--- config.mk ---
export PLATFORM = sky130hd
export DESIGN_NAME = burst_seq
export DESIGN_NICKNAME = d
export VERILOG_FILES = /design/src/rtl/bseq_pkg.sv /design/src/rtl/bseq_plan.sv /design/src/rtl/bseq_addr.sv /design/src/rtl/bseq_lanes.sv /design/src/rtl/burst_seq.sv
export SDC_FILE = /design/constraint.sdc
export NUM_CORES = 1
export LEC_CHECK = 0
export BUFFER_PORTS_ARGS = -buffer_cell sky130_fd_sc_hd__clkbuf_2
export CORE_MARGIN = 2
export CORE_UTILIZATION = 25
export CTS_BUF_LIST = sky130_fd_sc_hd__clkbuf_16
export DETAILED_ROUTE_END_ITERATION = 10
export PLACE_DENSITY = 0.41
export SETUP_SLACK_MARGIN = 0.3
export SLEW_MARGIN = 20
export SYNTH_ARGS = -nofsm -noshare
export SYNTH_HDL_FRONTEND = slang
export SYNTH_SLANG_ARGS = --single-unit
--- constraint.sdc ---
create_clock -name clk -period 4.6 [get_ports clk]
set_input_delay 0.92 -clock clk [delete_from_list [all_inputs] [get_ports clk]]
set_output_delay 0.92 -clock clk [all_outputs]
set_load 0.01 [all_outputs]
--- src/rtl/bseq_pkg.sv ---
package bseq_pkg;
   localparam int LG_W  = 3;
   localparam int BUS_W = 32;
   localparam int BUS_B = BUS_W / 8;

   typedef enum logic [1:0] {
      OP_BYTE = 2'd0,
      OP_WORD = 2'd1,
      OP_LONG = 2'd2,
      OP_LINE = 2'd3
   } op_e;

   typedef enum logic [1:0] {
      PORT8   = 2'd0,
      PORT16  = 2'd1,
      PORT32  = 2'd2,
      PORT32X = 2'd3
   } port_e;

   typedef enum logic {
      ST_IDLE = 1'b0,
      ST_RUN  = 1'b1
   } seq_st_e;

   localparam logic [1:0] SIZ_BYTE = 2'b01;
   localparam logic [1:0] SIZ_WORD = 2'b10;
   localparam logic [1:0] SIZ_LONG = 2'b00;
   localparam logic [1:0] SIZ_LINE = 2'b11;

   // size code for an amount of 2**lg bytes
   function automatic logic [1:0] siz_of_lg(input logic [LG_W-1:0] lg);
      case (lg)
         3'd0:    return SIZ_BYTE;
         3'd1:    return SIZ_WORD;
         3'd2:    return SIZ_LONG;
         default: return SIZ_LINE;
      endcase
   endfunction
endpackage

--- src/rtl/bseq_plan.sv ---
module bseq_plan
   import bseq_pkg::*;
#(
   parameter int LINE_LG = 4,
   parameter int CNT_W   = 4
) (
   input  op_e               op,
   input  port_e             port,
   input  logic              burst,
   output logic [LG_W-1:0]   ob_lg,
   output logic [LG_W-1:0]   bb_lg,
   output logic [CNT_W-1:0]  last_idx,
   output logic [1:0]        siz
);
   logic [LG_W-1:0] ob;
   logic [LG_W-1:0] pb;
   logic [LG_W-1:0] bb;
   int              span;

   always_comb begin
      case (op)
         OP_BYTE: ob = 3'd0;
         OP_WORD: ob = 3'd1;
         OP_LONG: ob = 3'd2;
         default: ob = LG_W'(LINE_LG);
      endcase
      case (port)
         PORT8:   pb = 3'd0;
         PORT16:  pb = 3'd1;
         default: pb = 3'd2;
      endcase
      bb       = (ob < pb) ? ob : pb;
      span     = (1 << (ob - bb)) - 1;
      last_idx = CNT_W'(span);
      siz      = burst ? siz_of_lg(ob) : siz_of_lg(bb);
      ob_lg    = ob;
      bb_lg    = bb;
   end
endmodule

--- src/rtl/bseq_addr.sv ---
module bseq_addr
   import bseq_pkg::*;
#(
   parameter int ADDR_W = 32
) (
   input  logic              clk,
   input  logic              rst_n,
   input  logic              load,
   input  logic              step,
   input  logic              is_line,
   input  logic [ADDR_W-1:0] ld_addr,
   input  logic [LG_W-1:0]   ob_lg,
   input  logic [LG_W-1:0]   bb_lg,
   output logic [ADDR_W-1:0] addr
);
   logic [ADDR_W-1:0] a_q;
   logic [ADDR_W-1:0] wrap_mask;
   logic [ADDR_W-1:0] inc;
   logic [ADDR_W-1:0] a_nxt;

   always_comb begin
      wrap_mask = (ADDR_W'(1) << ob_lg) - ADDR_W'(1);
      inc       = ADDR_W'(1) << bb_lg;
      a_nxt     = (a_q & ~wrap_mask) | ((a_q + inc) & wrap_mask);
   end

   always_ff @(posedge clk or negedge rst_n) begin
      if (!rst_n) begin
         a_q <= '0;
      end else if (load) begin
         a_q <= is_line ? (ld_addr & ~ADDR_W'(3)) : ld_addr;
      end else if (step) begin
         a_q <= a_nxt;
      end
   end

   assign addr = a_q;
endmodule

--- src/rtl/bseq_lanes.sv ---
module bseq_lanes
   import bseq_pkg::*;
#(
   parameter int LINE_BYTES = 16,
   localparam int OPW  = 8 * LINE_BYTES,
   localparam int SH_W = $clog2(OPW) + 1
) (
   input  logic             clk,
   input  logic             rst_n,
   input  logic             load,
   input  logic             shift,
   input  logic             capture,
   input  logic             drive,
   input  logic [OPW-1:0]   ld_wdata,
   input  logic [LG_W-1:0]  ob_lg,
   input  logic [LG_W-1:0]  bb_lg,
   input  logic [BUS_W-1:0] din,
   output logic [BUS_W-1:0] dout,
   output logic [OPW-1:0]   rdata
);
   logic [OPW-1:0]   wsh_q;
   logic [OPW-1:0]   rasm_q;
   logic [BUS_B-1:0] lane_en;
   logic [BUS_W-1:0] lane_mask;
   logic [BUS_W-1:0] rd_beat;
   logic [SH_W-1:0]  beat_sh;
   logic [SH_W-1:0]  ld_sh;

   // lane g counts from the most significant byte lane down
   for (genvar g = 0; g < BUS_B; g++) begin : g_lane
      assign lane_en[g] = (32'(g) < (32'd1 << bb_lg));
      assign lane_mask[BUS_W-1-8*g -: 8] = {8{lane_en[g]}};
   end

   assign beat_sh = SH_W'(8) << bb_lg;
   assign ld_sh   = SH_W'(OPW) - (SH_W'(8) << ob_lg);

   always_comb begin
      case (bb_lg)
         3'd0:    rd_beat = {24'b0, din[31:24]};
         3'd1:    rd_beat = {16'b0, din[31:16]};
         default: rd_beat = din;
      endcase
   end

   always_ff @(posedge clk or negedge rst_n) begin
      if (!rst_n) begin
         wsh_q  <= '0;
         rasm_q <= '0;
      end else if (load) begin
         wsh_q  <= ld_wdata << ld_sh;
         rasm_q <= '0;
      end else begin
         if (shift)   wsh_q  <= wsh_q << beat_sh;
         if (capture) rasm_q <= (rasm_q << beat_sh) | OPW'(rd_beat);
      end
   end

   assign dout  = drive ? (wsh_q[OPW-1 -: BUS_W] & lane_mask) : '0;
   assign rdata = rasm_q;
endmodule

--- src/rtl/burst_seq.sv ---
module burst_seq
   import bseq_pkg::*;
#(
   parameter int ADDR_W     = 32,
   parameter int LINE_BYTES = 16,
   localparam int LINE_LG = $clog2(LINE_BYTES),
   localparam int CNT_W   = LINE_LG,
   localparam int OPW     = 8 * LINE_BYTES
) (
   input  logic              clk,
   input  logic              rst_n,
   input  logic              req_valid,
   output logic              req_rdy,
   input  logic [ADDR_W-1:0] req_addr,
   input  logic [1:0]        req_op,
   input  logic [1:0]        req_port,
   input  logic              req_write,
   input  logic              req_burst,
   input  logic [OPW-1:0]    req_wdata,
   output logic              bus_act,
   output logic              bus_ts,
   output logic              bus_rw,
   output logic [ADDR_W-1:0] bus_addr,
   output logic [1:0]        bus_siz,
   output logic              bus_doe,
   output logic [31:0]       bus_dout,
   input  logic [31:0]       bus_din,
   input  logic              bus_ta_n,
   output logic              rsp_done,
   output logic [OPW-1:0]    rsp_rdata
);
   if (LINE_BYTES < 8 || LINE_BYTES > 64 || (LINE_BYTES & (LINE_BYTES - 1)) != 0) begin : g_bad_line
      $error("burst_seq: LINE_BYTES must be a power of two from 8 to 64");
   end
   if (ADDR_W <= LINE_LG) begin : g_bad_addr
      $error("burst_seq: ADDR_W must exceed the line offset width");
   end

   seq_st_e          st_q;
   logic [LG_W-1:0]  p_ob, p_bb, ob_q, bb_q, cur_ob, cur_bb;
   logic [CNT_W-1:0] p_last, left_q;
   logic [1:0]       p_siz, siz_q;
   logic             rw_q, ts_q, done_q;
   logic             accept, ack, fin;

   assign accept = (st_q == ST_IDLE) && req_valid;
   assign ack    = (st_q == ST_RUN) && !bus_ta_n;
   assign fin    = ack && (left_q == '0);
   assign cur_ob = (st_q == ST_IDLE) ? p_ob : ob_q;
   assign cur_bb = (st_q == ST_IDLE) ? p_bb : bb_q;

   bseq_plan #(.LINE_LG(LINE_LG), .CNT_W(CNT_W)) u_plan (
      .op       (op_e'(req_op)),
      .port     (port_e'(req_port)),
      .burst    (req_burst),
      .ob_lg    (p_ob),
      .bb_lg    (p_bb),
      .last_idx (p_last),
      .siz      (p_siz)
   );

   always_ff @(posedge clk or negedge rst_n) begin
      if (!rst_n) begin
         st_q   <= ST_IDLE;
         ob_q   <= '0;
         bb_q   <= '0;
         left_q <= '0;
         siz_q  <= '0;
         rw_q   <= 1'b1;
         ts_q   <= 1'b0;
         done_q <= 1'b0;
      end else begin
         done_q <= fin;
         if (accept) begin
            st_q   <= ST_RUN;
            ob_q   <= p_ob;
            bb_q   <= p_bb;
            left_q <= p_last;
            siz_q  <= p_siz;
            rw_q   <= !req_write;
            ts_q   <= 1'b1;
         end else if (st_q == ST_RUN) begin
            if (ack) begin
               ts_q <= !fin;
               if (fin) st_q   <= ST_IDLE;
               else     left_q <= left_q - CNT_W'(1);
            end else begin
               ts_q <= 1'b0;
            end
         end
      end
   end

   bseq_addr #(.ADDR_W(ADDR_W)) u_addr (
      .clk     (clk),
      .rst_n   (rst_n),
      .load    (accept),
      .step    (ack),
      .is_line (req_op == OP_LINE),
      .ld_addr (req_addr),
      .ob_lg   (cur_ob),
      .bb_lg   (cur_bb),
      .addr    (bus_addr)
   );

   bseq_lanes #(.LINE_BYTES(LINE_BYTES)) u_lanes (
      .clk      (clk),
      .rst_n    (rst_n),
      .load     (accept),
      .shift    (ack),
      .capture  (ack && rw_q),
      .drive    (bus_doe),
      .ld_wdata (req_wdata),
      .ob_lg    (cur_ob),
      .bb_lg    (cur_bb),
      .din      (bus_din),
      .dout     (bus_dout),
      .rdata    (rsp_rdata)
   );

   assign req_rdy  = (st_q == ST_IDLE);
   assign bus_act  = (st_q == ST_RUN);
   assign bus_ts   = ts_q && bus_act;
   assign bus_rw   = rw_q;
   assign bus_siz  = siz_q;
   assign bus_doe  = bus_act && !rw_q;
   assign rsp_done = done_q;
endmodule

After elaboration in Yosys (flattened, before gate mapping). Index checks and enable logic that the tools add are counted.

Shift operators: 8. Reductions and logical operators: 20. Muxes and demuxes: 28. Bitwise logic cells: 7. Equal/unequal tests: 10. Magnitude comparators: 5. $add $sub $neg: 6.

Operator list (count): 128-bit 2-to-1 mux (4); 128-bit by 8-bit << shifter with 128-bit output (3); 128-bit by 32-bit bitwise OR with 128-bit output (1); 32-bit bitwise AND (3); 32-bit 2-to-1 mux (3); 1-bit by 32-bit < comparator with 1-bit output, first input constant (2); 2-bit by 32-bit < comparator with 1-bit output, first input constant (2); 32-bit one-hot mux with 2 select lines (1); 1-bit by 3-bit << shifter with 32-bit output, first input constant (2); 32-bit adder (1); 32-bit inverter (1); 32-bit bitwise OR (1); 32-bit by 2-bit subtractor with 32-bit output, second input constant (1); 4-bit 2-to-1 mux (4); 4-bit by 3-bit << shifter with 8-bit output, first input constant (2); 2-bit one-hot mux with 3 select lines (2); 3-bit by 1-bit == test with 1-bit output, second input constant (3); 3-bit logical NOT (3); 3-bit 2-to-1 mux (3); 3-bit one-hot mux with 3 select lines (1); 8-bit subtractor, first input constant (1); 1-bit 2-to-1 mux (7); 3-bit by 2-bit == test with 1-bit output, second input constant (2); 1-bit logical AND (6); 16 further kinds (25).

Output and inout port bits: 200. Input port bits: 202. Register bits after elaboration: 304. Logic and storage cells: 95.

Logic depth before layout (Yosys ltp). Gate-level depths: netlist of run 1.

Word-level depth: 11. Depth in mapped cells: 21. Depth with buffers taken out: 19.

Hierarchy. A second synthesis of run 1 with hierarchy kept.

Cell total of the unflattened synthesis: 2527. Area total of the unflattened synthesis: 22470.3 um2.

Modules (own cells, without submodules): bseq_lanes (times used 1, cells each 2164, area an instance 19180.9 um2, seq. area each 6406.1 um2); bseq_addr (times used 1, cells each 236, area an instance 2193.4 um2, seq. area each 800.8 um2); burst_seq (times used 1, cells each 89, area an instance 812.0 um2, seq. area each 401.6 um2); bseq_plan (times used 1, cells each 38, area an instance 284.0 um2, seq. area each 0.0 um2).

Least setup slack after synthesis of run 1. Ideal clock, no wire load.

Path kind: input -> register. From: in req_op[0]. To: reg (tool-made name). Cell stages on the path: 21. Data required time: 4528 ps. Library setup time: 72 ps. Data arrival time: 5150 ps. Slack: -622 ps. Buffers on the path: 2. Cells stage by stage: inv_1 -> ha_1 -> ha_1 -> or4_1 -> o221a_2 -> inv_2 -> buf_6 -> o211ai_2 -> inv_2 -> buf_2 -> ha_1 -> inv_1 -> fa_1 -> inv_1 -> a21oi_1 -> a2111oi_2 -> a221oi_2 -> o31ai_4 -> nand2_2 -> or4_1 -> nand3_1.

RTL lines: from (decl) (RTL line burst_seq.sv:15) `input logic [1:0] req_op,`.

Worst setup path in the final report of run 1.
From: in req_op[0]. To: out bus_dout[18].

Longest elaborated chain between the ends: 9. Elaborated cells on any way between the ends: 11. Those cells by class: order compare (2); eq/ne (2); shift (1); mux (4); bitwise (1); reduce/logical (1).

RTL lines: 2-bit == test, or another cell as far along (RTL line bseq_plan.sv:21) `case (op)`; 3-bit one-hot mux with 3 select lines (*) (RTL line bseq_plan.sv:21); via p_ob[1] (RTL line burst_seq.sv:40) `logic [LG_W-1:0] p_ob, p_bb, ob_q, bb_q, cur_ob, cur_bb;`; 3-bit by 2-bit < comparator with 1-bit output (RTL line bseq_plan.sv:32) `bb = (ob < pb) ? ob : pb;`; 3-bit 2-to-1 mux (*) (RTL line bseq_plan.sv:32); 3-bit 2-to-1 mux (*) (RTL line burst_seq.sv:50) `assign cur_bb = (st_q == ST_IDLE) ? p_bb : bb_q;`; 1-bit by 3-bit << shifter with 32-bit output (*) (RTL line bseq_lanes.sv:31) `assign lane_en[g] = (32'(g) < (32'd1 << bb_lg));`; 1-bit by 32-bit < comparator with 1-bit output (*) (RTL line bseq_lanes.sv:31); 32-bit bitwise AND (*) (RTL line bseq_lanes.sv:59) `assign dout = drive ? (wsh_q[OPW-1 -: BUS_W] & lane_mask) : '0;`; 32-bit 2-to-1 mux (*) (RTL line bseq_lanes.sv:59); to (decl) (RTL line burst_seq.sv:26) `output logic [31:0] bus_dout,`.

Mark *: on every way through the listed nets, which the timed path passes. The rest lies on a longest branch.

==> run summary, run 1 <==
LOGIC SYNTHESIS
----------------------------------------------------------------------------------------
Netlist cell types                                                                    85
Gate count after technology mapping                                                3,311
Synthesized area divided by synthesized cell count                            7.71 sq um
Netlist area before placement                                               0.0255 sq mm
Adder-cell share of the synthesized area                                          0.941%
EDFF count, synth                                                                      0
Simple-Gate Fraction of Synth Area                                                 19.6%
Synthesis warning total                                                                0
Number of flip-flops and latches in the synthesized netlist                          304
Post-synthesis mux area share                                                      17.7%
Async S/R FF share, synth                                                           100%
Share of the synthesized netlist area taken by xor and xnor gates                 0.510%
Dominant combinational cell family by area after synthesis                  compound AO/OA/AOI/OAI gates
Synth Flop Type                                                                  dfrtp_1
Synthesized Nets                                                                   3,531
Share of synthesized area occupied by flip-flops and latches                       29.8%
Complex-gate fraction of the synthesized area                                      25.7%

DETAILED ROUTING
----------------------------------------------------------------------------------------
Residual DRC count                                                                     0
Number of DRC violations after detailed-routing iteration 0                        3,107
DR vias                                                                           28,201
Number of iterations in the first detailed-routing pass                                5
Final wirelength                                                            138,000 microns
Routed WL per cell                                                          27.0 microns
Number of vias per cell after detailed routing                                      5.53
Post-route antenna net violation count                                                 0

SETUP PATH
----------------------------------------------------------------------------------------
Critical path, cell by cell                                                 clkbuf_2, inv_8, ha_4, ha_4, or3_4, a311o_2, o211ai_4, buf_4, and3_1, clkbuf_2
Dominant delay contributor by cell family on the critical path              buffers and inverters
Data required time at the worst endpoint                                         3680 ps
Worst Setup End Kind                                                        primary output
Slowest stage cell, crit path                                                    a311o_2
Maximum single-stage delay on the critical path                                   460 ps
Arrival time at the worst endpoint                                               3320 ps
Category of the worst setup path launch point                                 input port
Bufs and invs on worst path                                                            4
Type of the worst setup path                                                input port to primary output
Critical path fanouts, max                                                            22

STATUS
----------------------------------------------------------------------------------------
Status                                                                         completed

PLACE
----------------------------------------------------------------------------------------
Pre-CTS setup slack                                                               130 ps
RD Place Congestion                                                                0.894
Number of instances in the placed design                                           5,028
Number of buffer cells added on primary ports                                        401
Total half-perimeter wirelength after legalization and detailed placement   100,000 microns

TIMING
----------------------------------------------------------------------------------------
Setup repair after global routing missed its margin                                false
Setup TNS                                                                           0 ps
Ratio of final minimum period to clock period                                      92.2%
Measured slew at the worst slew-check pin                                        1120 ps
Final setup vio count                                                                  0
Final-layout worst hold slack                                                     379 ps
Final slew viol count                                                                  0
Upper clock frequency limit                                                      236 MHz
Final worst path period need                                                     4240 ps
Worst slew margin relative to its limit                                            25.3%
Final hold violations                                                                  0
Worst-case clock skew                                                            50.9 ps
Setup ws final                                                                    361 ps

DIE
----------------------------------------------------------------------------------------
Y dimension of the die                                                       324 microns
Row count                                                                            117
Full die area                                                                0.105 sq mm
Area of the core region                                                      0.102 sq mm
Die boundary width                                                           324 microns
Total I/O pin count                                                                  402
Initial core utilization                                                           25.1%

CLOCK TREE
----------------------------------------------------------------------------------------
Number of levels in the clock H-tree                                                   2
Clk buf depth                                                                          3
Master cell of the clock root buffer                                           clkbuf_16
Number of setup buffers added after CTS                                                0
Clock tree from TritonCTS                                                            yes
Total CTS buffers                                                                     44
Count of clock tree sinks                                                            304
Clock transition at the registers of the reported paths                            60 ps
Clk Latency, worst-skew pair                                                      650 ps

WORST HOLD PATH
----------------------------------------------------------------------------------------
Min-delay worst type                                                        input port to asynchronous set/reset pin

FINISH
----------------------------------------------------------------------------------------
Layout area overhead                                                               24.1%
Fillers                                                                           11,171
Layout cells sized above 1                                                         22.5%
Final net count                                                                    3,926
Post-route non-filler standard cell count                                          5,103

FLOW RUN
----------------------------------------------------------------------------------------
Max-cap check violation count                                                          0

POWER AND IR DROP
----------------------------------------------------------------------------------------
IR Drop Worst-Case VDD                                                          0.580 mV
Cell leakage power                                                               14.3 nW
Total power consumption of the routed design                                     34.0 mW
Ratio of total power to cell area                                           1080 mW/mm^2

GLOBAL ROUTING
----------------------------------------------------------------------------------------
Total congestion overflow                                                              0
Total track usage                                                                  25.6%
Global-route wire length before repair                                      198,000 microns
Number of global-route vias before repair                                         27,129
Maximum number of pins on one net before global-route repair                         146
Initial antenna violation count                                                        0

-- final timing paths --
kind	startpoint	endpoint	slack [ps]	cells past startpoint
hold / removal	rst_n	u_lanes.rdata[114]	380	1
max in group asynchronous	rst_n	u_lanes.wsh_q[86]	3220	2
hold reg to reg	u_lanes.rdata[121]	u_lanes.rdata[121]	480	2
min in group clk	req_write	bus_rw	430	2
setup reg to reg	bus_act	u_lanes.wsh_q[95]	590	11
setup / recovery	req_op[0]	bus_dout[18]	360	10
-- routing by layer --
layer	vias to the layer above	track usage (%)	part of all wire, %
met2	1264	40.3	45
met5	-	0	0
met1	13880	35.3	44
met3	212	3.88	7.0
met4	0	9.26	3.8
li1	12845	-	-
-- cell usage after synthesis, types with 10 or more instances --
cell type,n,area share [%]
o22ai_1,36,0.88
buf_2,79,1.5
o22a_1,11,0.38
a211oi_1,25,0.74
a31oi_1,26,0.64
a311o_1,10,0.39
o31ai_1,11,0.32
inv_1,16,0.24
a32o_1,15,0.59
a22oi_1,39,1.1
and2_1,12,0.29
a311oi_1,14,0.48
and3_1,44,1.1
buf_6,11,0.49
nand2_1,708,10
buf_4,26,0.76
o211ai_1,55,1.6
clkbuf_1,161,2.4
mux2_2,43,1.9
a21oi_1,402,7.9
ha_1,16,0.78
mux2i_1,334,13
nor3_1,27,0.53
mux4_2,27,2.4
buf_1,19,0.28
nand3_1,97,1.9
nor2_1,257,3.8
o21ai_0,179,3.5
a221oi_1,27,0.93
a21o_1,13,0.38
o2111ai_1,20,0.69
o221ai_1,24,0.82
o21a_1,10,0.29
o21ai_1,38,0.74
a22o_1,45,1.5
dfrtp_1,303,30
-- kinds of logic after synthesis --
logic type / Yosys count
adders and majority gates: 18
buffers and inverters: 317
and+or+nand+nor: 1206
muxes: 410
AOI/OAI and AO/OA: 1042
xor gates and xnor gates: 14
DFF: 304
-- metrics by stage --
stage / utilization, % / instance area (sq um)
5_1_grt: 31.2 / 31700
3_5_place_dp: 29.9 / 30300
2_1_floorplan: - / 25700
6_report: 31.2 / 31700
4_1_cts: 31.2 / 31700
3_3_place_gp: 29.9 / 30300
-- power by group --
| part | internal (mW) | total, mW | switching, mW | leakage (nW) |
|---|---|---|---|---|
| Combinational | 9.70 | 25.2 | 15.5 | 9.72 |
| Sequential | 3.73 | 5.51 | 1.78 | 3.89 |
| Clock | 1.85 | 3.32 | 1.47 | 0.692 |
-- cell usage in the layout, fill, tap and decap left out, types with 27 or more instances in the layout --
| cell | synthesis | routed |
|---|---|---|
| and3_1 | 44 | 44 |
| nand2_1 | 708 | 704 |
| mux4_2 | 27 | 27 |
| o211ai_1 | 55 | 55 |
| nand3_1 | 97 | 97 |
| o21ai_1 | 38 | 34 |
| a221oi_1 | 27 | 27 |
| buf_4 | 26 | 217 |
| mux2i_1 | 334 | 334 |
| a22o_1 | 45 | 45 |
| o21ai_0 | 179 | 178 |
| a22oi_1 | 39 | 39 |
| clkbuf_16 | 0 | 44 |
| a21oi_1 | 402 | 396 |
| dfrtp_1 | 303 | 303 |
| o22ai_1 | 36 | 36 |
| clkbuf_2 | 0 | 400 |
| mux2_2 | 43 | 43 |
| nor2_1 | 257 | 254 |
-- area by class of cell --
class	count	area (sq um)	share of cell area, %
Sequential cell	304	7610	24.0
Antenna cell	1	2.50	0.00790
Multi-Input combinational cell	2690	16700	52.9
Clock buffer	44	1100	3.48
Timing Repair Buffer	645	4180	13.2
Inverter	21	96.3	0.304
Tap cell	1368	1710	5.40
Clock inverter	30	231	0.731
-- timing repair --
action                                  in CTS  in global routing
endpoints found under the setup margin       0                  2
gates resized for setup                      0                  1
hold buffers                                 0                  0
Power figures use the tool's default switching activity.
==> inputs of run 2 (changes only) <==
Settings changed: CORE_MARGIN 2 to 4.
==> run 2 against run 1 <==
Effect of this change: maximum frequency grew 0.35%; design area shrank 0.39%; combinational power is essentially flat; clock power grew 2%; sequential power is essentially flat; flip-flop and latch count is the same; sequential share of layout area grew 0.093 points; first-iteration DRC count shrank 6.5%; die area grew 2.5%; critical path type unchanged; largest cell class unchanged.
==> run summary, run 2 (same netlist as run 1, synthesis figures left out) <==
STATUS
----------------------------------------------------------------------------------------
Status                                                                         completed

DETAILED ROUTING
----------------------------------------------------------------------------------------
Final wirelength                                                            137,000 microns
Number of vias per cell after detailed routing                                      5.52
Post-route antenna net violation count                                                 0
Number of iterations in the first detailed-routing pass                                6
Number of DRC violations after detailed-routing iteration 0                        2,904
DR vias                                                                           28,064
Routed WL per cell                                                          27.0 microns
Residual DRC count                                                                     0

GLOBAL ROUTING
----------------------------------------------------------------------------------------
Initial antenna violation count                                                        4
Number of global-route vias before repair                                         27,436
Global-route wire length before repair                                      199,000 microns
Total track usage                                                                  24.6%
Maximum number of pins on one net before global-route repair                         146
Total congestion overflow                                                              0

CLOCK TREE
----------------------------------------------------------------------------------------
Number of setup buffers added after CTS                                                0
Number of levels in the clock H-tree                                                   2
Clk Latency, worst-skew pair                                                      630 ps
Count of clock tree sinks                                                            304
Clock tree from TritonCTS                                                            yes
Clock transition at the registers of the reported paths                            60 ps
Master cell of the clock root buffer                                           clkbuf_16
Clk buf depth                                                                          3
Total CTS buffers                                                                     44

SETUP PATH
----------------------------------------------------------------------------------------
Maximum single-stage delay on the critical path                                   460 ps
Critical path fanouts, max                                                            22
Dominant delay contributor by cell family on the critical path              buffers and inverters
Worst Setup End Kind                                                        primary output
Slowest stage cell, crit path                                                    a311o_2
Critical path, cell by cell                                                 clkbuf_2, inv_8, ha_4, ha_4, or3_4, a311o_2, o211ai_4, buf_4, and3_1, clkbuf_2
Type of the worst setup path                                                input port to primary output
Bufs and invs on worst path                                                            4
Data required time at the worst endpoint                                         3680 ps
Arrival time at the worst endpoint                                               3300 ps
Category of the worst setup path launch point                                 input port

TIMING
----------------------------------------------------------------------------------------
Setup repair after global routing missed its margin                                false
Ratio of final minimum period to clock period                                      91.8%
Final-layout worst hold slack                                                     327 ps
Final setup vio count                                                                  0
Upper clock frequency limit                                                      237 MHz
Worst-case clock skew                                                            58.0 ps
Final worst path period need                                                     4220 ps
Setup ws final                                                                    375 ps
Worst slew margin relative to its limit                                            32.1%
Measured slew at the worst slew-check pin                                        1010 ps
Final slew viol count                                                                  0
Final hold violations                                                                  0
Setup TNS                                                                           0 ps

FLOW RUN
----------------------------------------------------------------------------------------
Max-cap check violation count                                                          0

FINISH
----------------------------------------------------------------------------------------
Post-route non-filler standard cell count                                          5,081
Final net count                                                                    3,907
Layout cells sized above 1                                                         22.2%
Commonest cells after routing, fill and taps aside                          704 x nand2_1, 400 x clkbuf_2, 396 x a21oi_1
Most common cell after layout, fill and taps aside                               nand2_1
Layout area overhead                                                               23.6%
Fillers                                                                           11,046

PLACE
----------------------------------------------------------------------------------------
Number of buffer cells added on primary ports                                        401
Number of instances in the placed design                                           4,998
Pre-CTS setup slack                                                              52.9 ps
Total half-perimeter wirelength after legalization and detailed placement   100,000 microns
RD Place Congestion                                                                0.899

POWER AND IR DROP
----------------------------------------------------------------------------------------
IR Drop Worst-Case VDD                                                          0.727 mV
Switch share                                                                       55.2%
Sequential share of power                                                          16.3%
Net switching power                                                              18.7 mW
Clk network pwr share                                                               9.9%
Cell leakage power                                                               14.2 nW
Cell internal power dissipation                                                  15.2 mW
Ratio of total power to cell area                                           1080 mW/mm^2
Proportion of power drawn by combinational gates                                   73.8%

DIE
----------------------------------------------------------------------------------------
Total I/O pin count                                                                  402
Full die area                                                                0.107 sq mm
Area of the core region                                                      0.101 sq mm
Initial core utilization                                                           25.3%
Row count                                                                            116
Y dimension of the die                                                       328 microns
Die boundary width                                                           328 microns

WORST HOLD PATH
----------------------------------------------------------------------------------------
Min-delay worst type                                                        input port to asynchronous set/reset pin

-- run 2: path summary, 6_finish.rpt --
check / start / end / slack (ps) / depth (start not counted)
worst max register to register: bus_act / u_lanes.wsh_q[95] / 530 / 12
min in group clk: req_write / bus_rw / 430 / 2
worst min register to register: u_lanes.rdata[125] / u_lanes.rdata[125] / 480 / 2
worst max-delay path: req_op[0] / bus_dout[21] / 380 / 10
max in group asynchronous: rst_n / asynchronous set/reset pin / 3200 / 2
worst min-delay path: rst_n / u_lanes.rdata[114] / 330 / 1
-- run 2: final cells by class --
cell class                 instances  area (sq um)  share of cell area (%)
antenna                            2          5.00                  0.0159
clock buffer                      44          1100                    3.49
clock inverter                    37           267                   0.845
inverter                          21          96.3                   0.305
multi-input combinational       2690         16800                    53.1
sequential                       304          7610                    24.1
tap                             1357          1700                    5.38
timing repair buffer             626          4020                    12.7
-- run 2: worst reg2reg max path, delay by kind of cell, from the launching register on --
kind / cells / cell delay [ps]
mux: 2 / 690
simple gates: 1 / 200
compound gates: 4 / 1150
flops: 1 / 720
buf+inv: 5 / 1160
-- run 2: timing repair --
action                     in CTS  in global routing
gates resized for setup         0                  1
setup endpoints to repair       0                 32
hold buffers                    0                  0
-- run 2: power by group through the flow --
stage / logic, mW / registers, mW / clock network (mW)
5_1_grt: 26.8 / 5.63 / 3.55
2_1_floorplan: 15.6 / 4.85 / 0
4_1_cts: 24.8 / 5.49 / 3.46
3_5_place_dp: 24.7 / 5.53 / 0
3_3_place_gp: 24.7 / 5.57 / 0
6_report: 25.0 / 5.53 / 3.37
-- run 2: per-layer routing --
layer | part of all wire, % | track usage, % | vias to the layer above
met1 | 44 | 33.4 | 13795
met2 | 45 | 39.2 | 1271
met3 | 7.6 | 4.96 | 200
met4 | 3.2 | 7.41 | 4
li1 | - | - | 12794
met5 | 0.020 | 0 | -
-- run 2: per-stage QoR --
step | instance area, sq um | total power [mW] | utilization, %
2_1_floorplan | 25700 | 20.4 | -
3_3_place_gp | 30200 | 30.3 | 30.0
3_5_place_dp | 30200 | 30.2 | 30.0
4_1_cts | 31500 | 33.7 | 31.3
5_1_grt | 31500 | 35.9 | 31.3
6_report | 31500 | 33.9 | 31.3
